==> src/rtl/capbank_pkg.sv <==
package capbank_pkg;

    typedef enum logic [1:0] {
        XS_IDLE = 2'd0,
        XS_ADDR = 2'd1,
        XS_DATA = 2'd2
    } xfer_state_t;

    localparam int A_STATUS = 0;
    localparam int A_D1H    = 1;
    localparam int A_D1L    = 2;
    localparam int A_D2H    = 3;
    localparam int A_D2L    = 4;
    localparam int A_OFS1H  = 5;
    localparam int A_OFS2H  = 7;
    localparam int A_G1H    = 9;
    localparam int A_G1L    = 10;
    localparam int A_G2H    = 12;
    localparam int A_G2L    = 13;
    localparam int A_CFG    = 15;
    localparam int A_CFG2   = 26;

    // Writable bits per address; zero for read-only and unmapped bytes.
    function automatic logic [7:0] wr_mask(input int a);
        case (a)
            5, 6, 7, 8, 9, 10, 12, 13: wr_mask = 8'hFF;
            11, 14:                    wr_mask = 8'hE0;
            15:                        wr_mask = 8'h1F;
            17, 18:                    wr_mask = 8'h9F;
            26:                        wr_mask = 8'h30;
            default:                   wr_mask = 8'h00;
        endcase
    endfunction

    function automatic logic [7:0] rst_byte(input int a, input logic [15:0] g1,
                                            input logic [15:0] g2);
        case (a)
            A_OFS1H, A_OFS2H: rst_byte = 8'h80;
            A_G1H:            rst_byte = g1[15:8];
            A_G1L:            rst_byte = g1[7:0];
            A_G2H:            rst_byte = g2[15:8];
            A_G2L:            rst_byte = g2[7:0];
            default:          rst_byte = 8'h00;
        endcase
    endfunction

endpackage

==> src/rtl/capbank_seq.sv <==
module capbank_seq
    import capbank_pkg::*;
#(
    parameter int ADDR_W = 5
) (
    input  logic              clk,
    input  logic              rst_n,
    input  logic              bus_start,
    input  logic              bus_stop,
    input  logic              wr_valid,
    input  logic              rd_req,
    input  logic [ADDR_W-1:0] ptr_byte,
    output xfer_state_t       state,
    output logic [ADDR_W-1:0] ptr,
    output logic              wr_en,
    output logic              rd_en,
    output logic              rd_busy
);

    xfer_state_t nxt;
    logic        ptr_ld;
    logic        ptr_inc;

    // State register
    always_ff @(posedge clk) begin
        if (!rst_n) state <= XS_IDLE;
        else        state <= nxt;
    end

    // Pointer and read-in-progress flag
    always_ff @(posedge clk) begin
        if (!rst_n) begin
            ptr     <= '0;
            rd_busy <= 1'b0;
        end else begin
            if (ptr_ld)       ptr <= ptr_byte;
            else if (ptr_inc) ptr <= ptr + 1'b1;
            if (bus_stop)     rd_busy <= 1'b0;
            else if (rd_en)   rd_busy <= 1'b1;
        end
    end

    // Next state and strobes
    always_comb begin
        nxt     = state;
        wr_en   = 1'b0;
        rd_en   = 1'b0;
        ptr_ld  = 1'b0;
        ptr_inc = 1'b0;
        if (bus_start) begin
            nxt = XS_ADDR;
        end else if (bus_stop) begin
            nxt = XS_IDLE;
        end else begin
            unique case (state)
                XS_IDLE: begin
                    nxt = XS_IDLE;
                end
                XS_ADDR: begin
                    if (wr_valid) begin
                        ptr_ld = 1'b1;
                        nxt    = XS_DATA;
                    end else if (rd_req) begin
                        rd_en   = 1'b1;
                        ptr_inc = 1'b1;
                        nxt     = XS_DATA;
                    end
                end
                XS_DATA: begin
                    if (wr_valid) begin
                        wr_en   = 1'b1;
                        ptr_inc = 1'b1;
                    end else if (rd_req) begin
                        rd_en   = 1'b1;
                        ptr_inc = 1'b1;
                    end
                end
                default: nxt = XS_IDLE;
            endcase
        end
    end

endmodule

==> src/rtl/capbank_store.sv <==
module capbank_store
    import capbank_pkg::*;
#(
    parameter int          ADDR_W        = 5,
    parameter int          RES_W         = 12,
    parameter logic [15:0] GAIN1_DEFAULT = 16'h5A3C,
    parameter logic [15:0] GAIN2_DEFAULT = 16'hC3A5
) (
    input  logic              clk,
    input  logic              rst_n,
    input  logic              wr_en,
    input  logic              rd_en,
    input  logic [ADDR_W-1:0] addr,
    input  logic [7:0]        wdata,
    input  logic              res_take,
    input  logic              res_chan,
    input  logic [RES_W-1:0]  res_value,
    output logic [7:0]        rd_data,
    output logic [7:0]        cfg_byte,
    output logic [7:0]        cfg2_byte
);

    localparam int DEPTH = 1 << ADDR_W;
    localparam int PAD_W = 16 - RES_W;

    logic [7:0]  mem [DEPTH];
    logic [15:0] data1, data2;
    logic [1:0]  rdy_n;
    logic        last_ch;
    logic [7:0]  rd_sel;

    // Read/write bytes
    always_ff @(posedge clk) begin
        if (!rst_n) begin
            for (int i = 0; i < DEPTH; i++)
                mem[i] <= rst_byte(i, GAIN1_DEFAULT, GAIN2_DEFAULT);
        end else if (wr_en) begin
            mem[addr] <= wdata & wr_mask(int'(addr));
        end
    end

    // Results and status
    always_ff @(posedge clk) begin
        if (!rst_n) begin
            data1   <= '0;
            data2   <= '0;
            rdy_n   <= 2'b11;
            last_ch <= 1'b0;
        end else begin
            if (res_take) begin
                if (res_chan) data2 <= {res_value, {PAD_W{1'b0}}};
                else          data1 <= {res_value, {PAD_W{1'b0}}};
                rdy_n[res_chan] <= 1'b0;
                last_ch         <= res_chan;
            end
            if (rd_en && int'(addr) == A_D1L) rdy_n[0] <= 1'b1;
            if (rd_en && int'(addr) == A_D2L) rdy_n[1] <= 1'b1;
        end
    end

    always_comb begin
        case (int'(addr))
            A_STATUS: rd_sel = {5'b0, last_ch, rdy_n};
            A_D1H:    rd_sel = data1[15:8];
            A_D1L:    rd_sel = data1[7:0];
            A_D2H:    rd_sel = data2[15:8];
            A_D2L:    rd_sel = data2[7:0];
            default:  rd_sel = mem[addr];
        endcase
    end

    always_ff @(posedge clk) begin
        if (!rst_n)     rd_data <= 8'h00;
        else if (rd_en) rd_data <= rd_sel;
    end

    assign cfg_byte  = mem[A_CFG];
    assign cfg2_byte = mem[A_CFG2];

endmodule

==> src/rtl/capbank_if.sv <==
module capbank_if
    import capbank_pkg::*;
#(
    parameter int          ADDR_W        = 5,
    parameter int          RES_W         = 12,
    parameter logic [15:0] GAIN1_DEFAULT = 16'h5A3C,
    parameter logic [15:0] GAIN2_DEFAULT = 16'hC3A5
) (
    input  logic             clk,
    input  logic             rst_n,
    input  logic             bus_start,
    input  logic             bus_stop,
    input  logic             wr_valid,
    input  logic [7:0]       wr_data,
    input  logic             rd_req,
    output logic [7:0]       rd_data,
    input  logic             res_load,
    input  logic             res_chan,
    input  logic [RES_W-1:0] res_value,
    output logic             ch1_en,
    output logic             ch2_en,
    output logic [2:0]       conv_mode,
    output logic [1:0]       osr_sel
);

    xfer_state_t       st;
    logic [ADDR_W-1:0] ptr;
    logic              wr_en, rd_en, rd_busy;
    logic [7:0]        cfg_byte, cfg2_byte;
    logic              res_take;

    capbank_seq #(.ADDR_W(ADDR_W)) u_seq (
        .clk      (clk),
        .rst_n    (rst_n),
        .bus_start(bus_start),
        .bus_stop (bus_stop),
        .wr_valid (wr_valid),
        .rd_req   (rd_req),
        .ptr_byte (wr_data[ADDR_W-1:0]),
        .state    (st),
        .ptr      (ptr),
        .wr_en    (wr_en),
        .rd_en    (rd_en),
        .rd_busy  (rd_busy)
    );

    // A result arriving during a bus read is lost.
    assign res_take = res_load && !rd_busy && !rd_en;

    capbank_store #(
        .ADDR_W       (ADDR_W),
        .RES_W        (RES_W),
        .GAIN1_DEFAULT(GAIN1_DEFAULT),
        .GAIN2_DEFAULT(GAIN2_DEFAULT)
    ) u_store (
        .clk      (clk),
        .rst_n    (rst_n),
        .wr_en    (wr_en),
        .rd_en    (rd_en),
        .addr     (ptr),
        .wdata    (wr_data),
        .res_take (res_take),
        .res_chan (res_chan),
        .res_value(res_value),
        .rd_data  (rd_data),
        .cfg_byte (cfg_byte),
        .cfg2_byte(cfg2_byte)
    );

    assign ch1_en    = cfg_byte[4];
    assign ch2_en    = cfg_byte[3];
    assign conv_mode = cfg_byte[2:0];
    assign osr_sel   = cfg2_byte[5:4];

endmodule

==> config.mk <==
export PLATFORM = sky130hd
export DESIGN_NAME = capbank_if
export DESIGN_NICKNAME = d
export VERILOG_FILES = /design/src/rtl/capbank_pkg.sv /design/src/rtl/capbank_seq.sv /design/src/rtl/capbank_store.sv /design/src/rtl/capbank_if.sv
export SDC_FILE = /design/constraint.sdc
export NUM_CORES = 1
export LEC_CHECK = 0
export CORE_AREA = 2 2 201 124
export DETAILED_ROUTE_END_ITERATION = 12
export DIE_AREA = 0 0 203 126
export DONT_BUFFER_PORTS = 1
export PLACE_DENSITY = 0.79
export SLEW_MARGIN = 20
export SYNTH_ARGS = -nofsm -noshare
export SYNTH_HDL_FRONTEND = slang
export SYNTH_SLANG_ARGS = --single-unit
==> constraint.sdc <==
create_clock -name clk -period 6.91 [get_ports clk]
set_clock_uncertainty 0.05 [all_clocks]
set_input_delay 0.691 -clock clk [delete_from_list [all_inputs] [get_ports clk]]
set_output_delay 0.691 -clock clk [all_outputs]
set_load 0.05 [all_outputs]
* Yosys cells after proc, flatten, opt, wreduce, memory -nomap -nowiden *
Memories as Yosys holds them, arrays and structs flattened. A register that Yosys moved wholly into a read port is not among the register bits.
Cells that the tools add are included.
Widths: inputs -> output; s select.

operators by class
  bitwise gates (word level) = 6
  add/subtract/negate cells = 1
  multiplexer cells = 45
  reduce and logical (&&, ||, !) cells = 19
  magnitude comparators = 2
  eq/ne operators = 11

operators by type and width
  operator             count
  $mux 8               9
  $pmux 8 s5           1
  $mux 5               7
  $mux 1               23
  $eq 5x2->1 const B   2
  $eq 5x3->1 const B   2
  $and 8x8->8          1
  $reduce_and 2->1     4
  $reduce_or 2->1      4
  $reduce_or 8->1      1
  $ne 3x3->1 const B   2
  $add 5x1->5 const B  1
  $eq 5x1->1 const B   1
  $eq 5x4->1 const B   1
  $logic_and 1x1->1    5
  $logic_not 5->1      1
  $ne 5x5->1 const B   1
  $mux 2               2
  $pmux 2 s2           1
  $not 1->1            3
  $reduce_or 3->1      1
  $and 2x2->2          1
  $eq 2x1->1 const B   1
  $eq 2x2->1 const B   1
  other kinds (7)      8

storage, ports and cells
  bits of input ports = 28
  register bits after elaboration = 43
  memory bits (writable) = 256
  word-level logic and storage cells = 96
  ROM bits = 256
  memories kept = 2
  output and inout port bits = 15

memories
  name             depth  bits a word  rd ports  clocked after memory_dff  write ports  RTL line             RTL
  (no name shown)  32     8            1         1                         0            capbank_pkg.sv:25    case (a)
  u_store.mem      32     8            3         1                         32           capbank_store.sv:26  logic [7:0] mem [DEPTH];

* Logic depth before layout (Yosys ltp) *
Gate-level depths: netlist (run 1).

  depth after elaboration = 9
  depth in mapped cells = 12
  gate-level depth less buffers = 12

* By module *
Synthesis (run 1) repeated with hierarchy kept, for this count alone.

second synthesis, totals
  cells, all modules = 957
  area, all modules = 13035.0 µm²

by module, submodules not included
  module         area an instance (µm²)  seq. area each (µm²)  times used  cells an instance
  capbank_store  12559.5                 8388.0                1           908
  capbank_seq    462.9                   160.2                 1           48
  capbank_if     12.5                    0.0                   1           1

* Least setup slack after synthesis (run 1) *
Ideal clock, no wire load.

  path kind = in2reg
  start = in bus_start
  end = reg (tool-made name)
  arrival time = 3006 ps
  path slack = 3778 ps
  library setup time = 76 ps
  required time = 6784 ps
  buffers on the path = 0
  cell stages on the path = 9
  path through = or3_4 > a211o_4 > xnor2_1 > a211oi_1 > inv_1 > ha_1 > or3_1 > o32a_1 > o22ai_1

RTL lines
  item                RTL line          RTL
  start: declaration  capbank_if.sv:11  input logic bus_start,

==> impl_summary.md, run 1 <==
Place
The post-detailed-placement half-perimeter wirelength is 23,900 microns. Port buffering added 0 buffers. At the end of routability-driven placement, the weighted congestion stood at 0.891. Once placement finished, the instance area stood at approximately 0.014 sq mm.

Routing
The number of routed nets with antenna violations is 0. After detailed routing, the number of remaining DRC violations is 0. The count of routing violations after the opening detailed-route iteration is 1,426. Summed over all layers, the routed wires come to around 37,000 microns. The routed length per placed instance is 26.2 microns. For this block, the via count after detailed routing is 9,033. The number of detailed-route iterations in the first pass is 9. In the routed layout, each cell is associated on average with a via count of 6.49.

STA
The count of endpoints failing setup in the final report is 0. The count of endpoints failing hold in the final timing report is 0. The clock period minus final worst setup slack is approximately 3.4 ns. Measured against its own limit, the worst slew margin works out to a little under a quarter. The worst hold slack is between 0.15 and 0.2 ns.

The max-slew violation total from the final report came to 0. The final clock period utilization by the worst path is 49.3%. The setup TNS is 0 ns.

The fmax is 293 MHz. The slew at the pin closest to its max-slew limit is 1.13 ns. Setup repair after global routing left no endpoint under its margin.

Yosys
After synthesis, the largest family of logic cells by area is simple AND/OR/NAND/NOR gates. In this run, synthesis produced a sequential element count of 309. The area share of fa/ha/maj cells after synthesis is 0.819%. The synthesized area is about 0.014 sq mm. The number of warnings issued by yosys is 0. Summing the sequential cell areas from Yosys gives 63.6% of the chip area. The async set-reset flop share out of synthesis is 0%. The number of nets in the synthesized netlist is 1,134. After Yosys synthesis, and, or, nand and nor cells account for approximately 14% of the synthesized area.

The leading register cell type out of synthesis is sky130_fd_sc_hd__edfxtp_1. The post-synthesis compound-gate area fraction is 5.77%. The post-synthesis average cell area is approximately 13 sq um. The number of instances in the synthesized netlist is between 1,000 and 1,500. The synthesized netlist contains 56 unique library cells. The share of the synthesized netlist area taken by xor and xnor gates is 0.127%. The synthesized design contains roughly 260 enable-type register cells. The post-synthesis mux area share is 13.0%.

GRT
For this run, global-route usage on met2 was measured as 37.8%. The initial antenna violation count came to 0. The pin count of the biggest net entering global routing is 51. Global routing consumed, on the met3 layer, 10.6% of the routing resources. For this run the aggregate overflow at the end of global routing stands at 0.

The number of global-route vias before repair came to about 8,000. For this run, the total global-route usage over all layers was measured as 29.1%. Global routing consumed, on the met1 layer, about 46% of the routing resources.

The global routing's busiest layer is met1. The global-route wire length before repair is roughly 54,000 microns.

Floorplan
The number of placement rows is 44. The floorplan step set the die width to 203 microns. The die is between 100 and 150 microns tall. 43 I/O pins were placed. The initial cell density of the core is 58.0%. After floorplanning, the core was sized to cover 0.0237 sq mm. The die covers 0.0256 sq mm.

Worst setup path
STA puts the critical path data required time at 7.34 ns. The element type at the critical path end is a register. The type of the worst setup path is reg2reg.

STA puts the critical path data arrival time at 3.84 ns. The worst setup path is launched from a register. Along the worst path, the maximum fanout reaches 5.

Layout
The post-route netlist has 12.2% of its cells at a drive strength greater than 1. Summing all flip-flop and latch instances after layout gives 0.00876 sq mm. The post-synthesis to final-layout area growth is 8.22%. The fill cell instance count of the final layout is 1,728. The post-layout net count is 1,087.

Once layout is done, the placed cells without fillers occupy 0.0149 sq mm. The multi-input gate area in the final layout is 0.00464 sq mm. 0 antenna diodes ended up in the layout.

Clock tree
The CTS H-tree depth is 1. The TritonCTS buffer count is 26. The hold buffer count at CTS is 0.

Counting every sink on the clock net gives 309. TritonCTS built the clock tree. The CTS clock-pin slew for the worst setup and hold paths is approximately 0.07 ns. The clock latency on the worst-skew pair is ~0.56 ns. The total setup buffers inserted after CTS is 0. The clock root buffer is sky130_fd_sc_hd__clkbuf_16.

The total of cells resized after clock tree synthesis is 0. The maximum clock path buffer count is 3.

Power
In this run the static leakage power is 4.78 nW. The power per standard cell area is 265 mW/mm^2. The maximum ir drop on the vdd rail is approximately 0.00021 V.

Run
The reported max-cap violation count is 0.

Outcome
The run finished with clean final reports.

Hold path
The class of the most critical hold timing path is in2reg.
flip-flops by register name, summed over array words and instances, names as in the netlist, named ones only:
name / cells
u_seq.ptr: 5
u_store.last_ch: 1
u_store.rdy_n: 2
u_store.rd_data: 8
u_seq.state: 2
u_seq.rd_busy: 1
u_store.data2: 12
u_store.data1: 12
u_store.mem: 256
critical path, cell delays in order, from the launching register on:
cell                       delay [ns]
sky130_fd_sc_hd__dfxtp_1         0.33
sky130_fd_sc_hd__inv_1           0.06
sky130_fd_sc_hd__ha_1            0.29
sky130_fd_sc_hd__or3_4           0.40
sky130_fd_sc_hd__a211o_4         0.31
sky130_fd_sc_hd__mux2i_1         0.14
sky130_fd_sc_hd__a211oi_1        0.52
sky130_fd_sc_hd__ha_1            0.32
sky130_fd_sc_hd__or3_1           0.38
sky130_fd_sc_hd__o32a_1          0.35
sky130_fd_sc_hd__o22ai_1         0.17
power by group:
group          switching, mW  total, mW  internal [mW]  leakage (nW)
clock                  0.690       1.67          0.982         0.501
combinational          0.101      0.160         0.0590          1.27
sequential            0.0479       2.11           2.07          3.01
total                  0.839       3.95           3.11          4.78
worst paths after layout:
kind,startpoint,to,slack [ns],cells past startpoint
setup reg to reg,u_seq.state[0]$_SDFFE_PN0P_,register,3.50,10
hold / removal,bus_stop,u_seq.rd_busy$_SDFFE_PP0P_,0.16,1
hold reg to reg,u_store.data2[4]$_SDFFE_PN0P_,u_store.data2[4]$_SDFFE_PN0P_,0.41,2
setup / recovery,u_seq.state[0]$_SDFFE_PN0P_,register,3.50,10
through the flow:
stage / instances / setup slack, ns / power [mW] / util [%]
finish: 1392 / 3.50 / 3.95 / 62.7
global placement: 1343 / 3.55 / 2.30 / 58.5
global route: 1392 / 3.33 / 4.03 / 62.7
detailed placement: 1343 / 3.38 / 2.31 / 58.5
floorplan: 1097 / 3.78 / 2.25 / -
CTS: 1391 / 3.53 / 3.94 / 62.7
per-layer routing:
layer	vias up	wire, microns
li1	3880	-
met1	4417	15400
met2	680	14500
met3	56	5830
met4	0	792
met5	-	0
final cells by class:
| cell class | instances | area share [%] |
|---|---|---|
| timing repair buffer | 4 | 0.227 |
| clock buffer | 38 | 6.03 |
| multi-input combinational | 696 | 31.2 |
| clock inverter | 10 | 0.698 |
| inverter | 13 | 0.328 |
| sequential | 309 | 58.8 |
| tap | 322 | 2.71 |
cells in the final DEF, fill, tap and decap left out, drive strengths merged, types with 7 or more instances in the layout:
| cell type | count |
|---|---|
| and3 | 7 |
| o21ai | 17 |
| nor2 | 270 |
| a211oi | 9 |
| nand3 | 11 |
| edfxtp | 256 |
| and2 | 8 |
| mux4 | 50 |
| ha | 9 |
| clkbuf | 38 |
| mux2i | 60 |
| a22oi | 17 |
| a222oi | 7 |
| clkinv | 8 |
| nor3 | 8 |
| a21oi | 30 |
| nor2b | 10 |
| nand2 | 121 |
| inv | 13 |
| dfxtp | 53 |
cell families after synthesis:
group           Yosys count
fa+ha+maj                 9
buf+inv                  92
flops                   309
simple gates            457
compound gates          112
mux                     116
xor+xnor                  2
synth_stat cells, types with 4 or more instances:
master / count / area (sq um)
sky130_fd_sc_hd__a211oi_1: 9 / 67.6
sky130_fd_sc_hd__a21oi_1: 30 / 150
sky130_fd_sc_hd__a222oi_1: 7 / 70.1
sky130_fd_sc_hd__a22oi_1: 17 / 128
sky130_fd_sc_hd__and2_1: 8 / 50.1
sky130_fd_sc_hd__and3_1: 7 / 43.8
sky130_fd_sc_hd__buf_1: 5 / 18.8
sky130_fd_sc_hd__buf_2: 14 / 70.1
sky130_fd_sc_hd__buf_4: 8 / 60.1
sky130_fd_sc_hd__clkbuf_1: 52 / 195
sky130_fd_sc_hd__dfxtp_1: 53 / 1060
sky130_fd_sc_hd__edfxtp_1: 256 / 7690
sky130_fd_sc_hd__ha_1: 9 / 113
sky130_fd_sc_hd__inv_1: 13 / 48.8
sky130_fd_sc_hd__mux2_2: 6 / 67.6
sky130_fd_sc_hd__mux2i_1: 60 / 601
sky130_fd_sc_hd__mux4_2: 50 / 1130
sky130_fd_sc_hd__nand2_1: 121 / 454
sky130_fd_sc_hd__nand3_1: 11 / 55.1
sky130_fd_sc_hd__nor2_1: 270 / 1010
sky130_fd_sc_hd__nor2b_1: 10 / 62.6
sky130_fd_sc_hd__nor3_1: 7 / 35.0
sky130_fd_sc_hd__nor3b_1: 4 / 30.0
sky130_fd_sc_hd__nor4_1: 4 / 25.0
sky130_fd_sc_hd__o21ai_0: 15 / 75.1
sky130_fd_sc_hd__o22ai_1: 6 / 37.5
No activity file was read; power rests on OpenSTA's default activity.
==> run 2: changes to the inputs <==
Clock period 6.91 ns to 3.4 ns, I/O delays scaled along.
==> impl_summary.md, run 2 (synthesis gave the netlist of run 1 again) <==
Outcome
Run status: finished clean (unchanged).

Routing
The remaining design rule violation count was 0 (unchanged). The routed length per placed instance is 24.2 microns (was 26.2 microns). The count of routing violations after the opening detailed-route iteration is 1,302 (was 1,426). The mean number of vias per cell is 6.40 (was 6.49). The number of detailed-route iterations in the first pass came to 5 (was 9). The overall via count from detail_route is 9,303 (was 9,033). The number of routed nets with antenna violations is 0 (unchanged). The total routed wirelength was 35,100 microns (was 36,500 microns).

Layout
Biggest registers after layout: u_store.mem (256), u_store.data1 (12), u_store.data2 (12) (unchanged). The cell area after layout is 0.0152 sq mm (was 0.0149 sq mm). The share of cells above drive strength 1 came to 14.0% (was 12.2%). The fill cell instance count of the final layout is 1,693 (was 1,728). The post-layout net count was 1,151 (was 1,087). The number of diodes is 0 (unchanged). The number of standard cells in the final layout excluding fillers is 1,453 (was 1,392). The most common cell after layout, fill and taps aside is sky130_fd_sc_hd__nor2_1 (unchanged). The flip-flop count of the largest register, all copies and words added is 256 (unchanged). Highest-count cells in the layout ignoring fill and taps: sky130_fd_sc_hd__nor2_1 (270), sky130_fd_sc_hd__edfxtp_1 (256), sky130_fd_sc_hd__nand2_1 (120), sky130_fd_sc_hd__mux2i_1 (60) (was sky130_fd_sc_hd__nor2_1 (270), sky130_fd_sc_hd__edfxtp_1 (256), sky130_fd_sc_hd__nand2_1 (113), sky130_fd_sc_hd__mux2i_1 (60)). The top register by number of flip-flops is u_store.mem (unchanged). The sequential cell area is 0.00875 sq mm (was 0.00876 sq mm). The post-synthesis to final-layout area growth was 10.8% (was 8.22%). The multi-input gate area in the final layout is 0.00463 sq mm (was 0.00464 sq mm).

The core occupancy in the finished layout is 64.3% (was 62.7%).

Clock tree
The CTS clock-pin slew for the worst setup and hold paths is 0.07 ns (about the same). The maximum clock path buffer count came to 3 (unchanged). The CTS H-tree depth is 1 (unchanged). The sink count of the clock tree came to 309 (unchanged). The clock latency on the worst-skew pair was 0.56 ns (about the same). The clock root buffer was sky130_fd_sc_hd__clkbuf_16 (unchanged). The TritonCTS buffer count is 27 (was 26).

The CTS tree is yes (unchanged).

GRT
The global-route wire length before repair came to 53,900 microns (was 54,000 microns). The total global routing overflow was 0 (unchanged). The total track usage came to 28.1% (was 29.1%). The number of global-route vias before repair was 8,865 (was 8,237). The pin count of the biggest net entering global routing is 40 (was 51). The initial antenna violation count is 0 (unchanged).

STA
The setup slack of the critical path after layout came to 0.146 ns (was 3.50 ns). The clock period minus final worst setup slack is 3.25 ns (was 3.41 ns). The slew at the pin closest to its max-slew limit was 1.12 ns (was 1.13 ns). The count of endpoints failing setup in the final report is 0 (unchanged). The max-slew violation total from the final report was 0 (unchanged). The count of endpoints failing hold in the final timing report came to 0 (unchanged). The final clock period utilization by the worst path is 95.7% (was 49.3%). The worst hold slack is 0.0373 ns (was 0.157 ns). RSZ-0062 raised after global routing: false (unchanged). The worst relative slew slack is 25.4% (was 23.9%). The fmax is 307 MHz (was 293 MHz). The setup TNS is 0 ns (unchanged).

Hold path
The startpoint of the most critical hold path is rst_n (was bus_stop). The class of the most critical hold timing path is in2reg (unchanged).

Run
The reported max-cap violation count is 0 (unchanged).

Worst setup path
The type of the worst setup path is reg2reg (unchanged). The critical path launch point is u_seq.state[0]$_SDFFE_PN0P_ (unchanged). The number of cells on the worst reg-to-reg path came to 11 (was 10). The arrival time at the worst endpoint was 3.68 ns (was 3.84 ns). The slack of the worst reg-to-reg path came to 0.15 ns (was 3.50 ns).

The maximum fanout along the worst path came to 5 (unchanged). The element type at the critical path end is a register (unchanged). The element type at the critical path start is a register (unchanged). The data required time at the worst endpoint is 3.83 ns (was 7.34 ns).

The worst reg2reg path startpoint is u_seq.state[0]$_SDFFE_PN0P_ (unchanged).

Place
The cell area after placement is 0.0142 sq mm (was 0.0139 sq mm). The number of buffer cells added on primary ports is 0 (unchanged). The post-detailed-placement half-perimeter wirelength is 23,500 microns (was 23,900 microns). The worst slack at placement is 0.0970 ns (was 3.38 ns). The number of cells in the design after placement came to 1,386 (was 1,343). The final weighted congestion in routability-driven placement is 0.886 (was 0.891).

Floorplan
The width of the chip was 203 microns (unchanged). The core area was 0.0237 sq mm (unchanged). The y dimension of the die came to 126 microns (unchanged). The I/O pin count came to 43 (unchanged).

The initial cell density of the core is 58.0% (unchanged). The floorplan die area came to 0.0256 sq mm (unchanged). The number of placement rows is 44 (unchanged).

Power
The power per standard cell area was 500 mW/mm^2 (was 265 mW/mm^2). The post-layout total power is 7.62 mW (was 3.95 mW). The maximum ir drop on the vdd rail is 0.000393 V (was 0.000212 V). The total leakage power is 4.98 nW (was 4.78 nW).
==> run 2: cell count changes in the layout (fill, tap and decap cells not counted), moves of 3 or more <==
cell / previous run / this run
sky130_fd_sc_hd__buf_4: 3 / 44
sky130_fd_sc_hd__clkbuf_1: 2 / 5
sky130_fd_sc_hd__clkbuf_16: 35 / 28
sky130_fd_sc_hd__clkinv_2: 7 / 3
sky130_fd_sc_hd__dlygate4sd3_1: 0 / 21
sky130_fd_sc_hd__nand2_1: 113 / 120
sky130_fd_sc_hd__nand2_2: 8 / 1
==> run 2: critical path, cell delays in order (launching register included) <==
cell                       delay [ns]
sky130_fd_sc_hd__dfxtp_1         0.35
sky130_fd_sc_hd__inv_1           0.07
sky130_fd_sc_hd__ha_1            0.30
sky130_fd_sc_hd__or3_4           0.40
sky130_fd_sc_hd__a211o_4         0.31
sky130_fd_sc_hd__xnor2_1         0.16
sky130_fd_sc_hd__a211oi_2        0.29
sky130_fd_sc_hd__inv_1           0.10
sky130_fd_sc_hd__ha_1            0.27
sky130_fd_sc_hd__or3_1           0.37
sky130_fd_sc_hd__o32a_1          0.34
sky130_fd_sc_hd__o22ai_1         0.17
==> run 2: worst min-delay path by stage <==
stage                                  to  slack, ns  depth (start not counted)
2_1_floorplan  u_seq.rd_busy$_SDFFE_PP0P_       0.37                          1
3_3_place_gp   u_seq.rd_busy$_SDFFE_PP0P_       0.37                          1
3_5_place_dp   u_seq.rd_busy$_SDFFE_PP0P_       0.37                          1
4_1_cts         u_seq.ptr[4]$_SDFFE_PN0N_       0.01                          2
5_1_grt         u_seq.ptr[4]$_SDFFE_PN0N_       0.02                          2
6_report        u_seq.ptr[4]$_SDFFE_PN0N_       0.04                          2
==> run 2: repair_timing <==
item	in CTS	in global routing
hold buffers	21	0
setup buffers	0	0
hold endpoints to repair	38	0
setup endpoints to repair	0	4
resized for setup	0	1
==> run 2: metal layers <==
layer	GRT usage [%]	up-vias	part of all wire, %
met5	0	-	0
met4	7.73	0	2.8
met3	7.32	84	14
met2	38.9	668	41
met1	44.2	4545	42
li1	-	4006	-
==> run 2: area by class of cell <==
cell class              instances  share of cell area, %
clock buffers                  35                   4.90
clock inverters                11                  0.525
inverters                      13                  0.320
multi-input cells             696                   30.4
flip-flops and latches        309                   57.4
well taps                     322                   2.64
repair buffers                 67                   3.81
==> run 2: power by group <==
part           switching (mW)  internal (mW)
combinational           0.236          0.143
sequential             0.0700           4.20
clock                    1.35           1.62
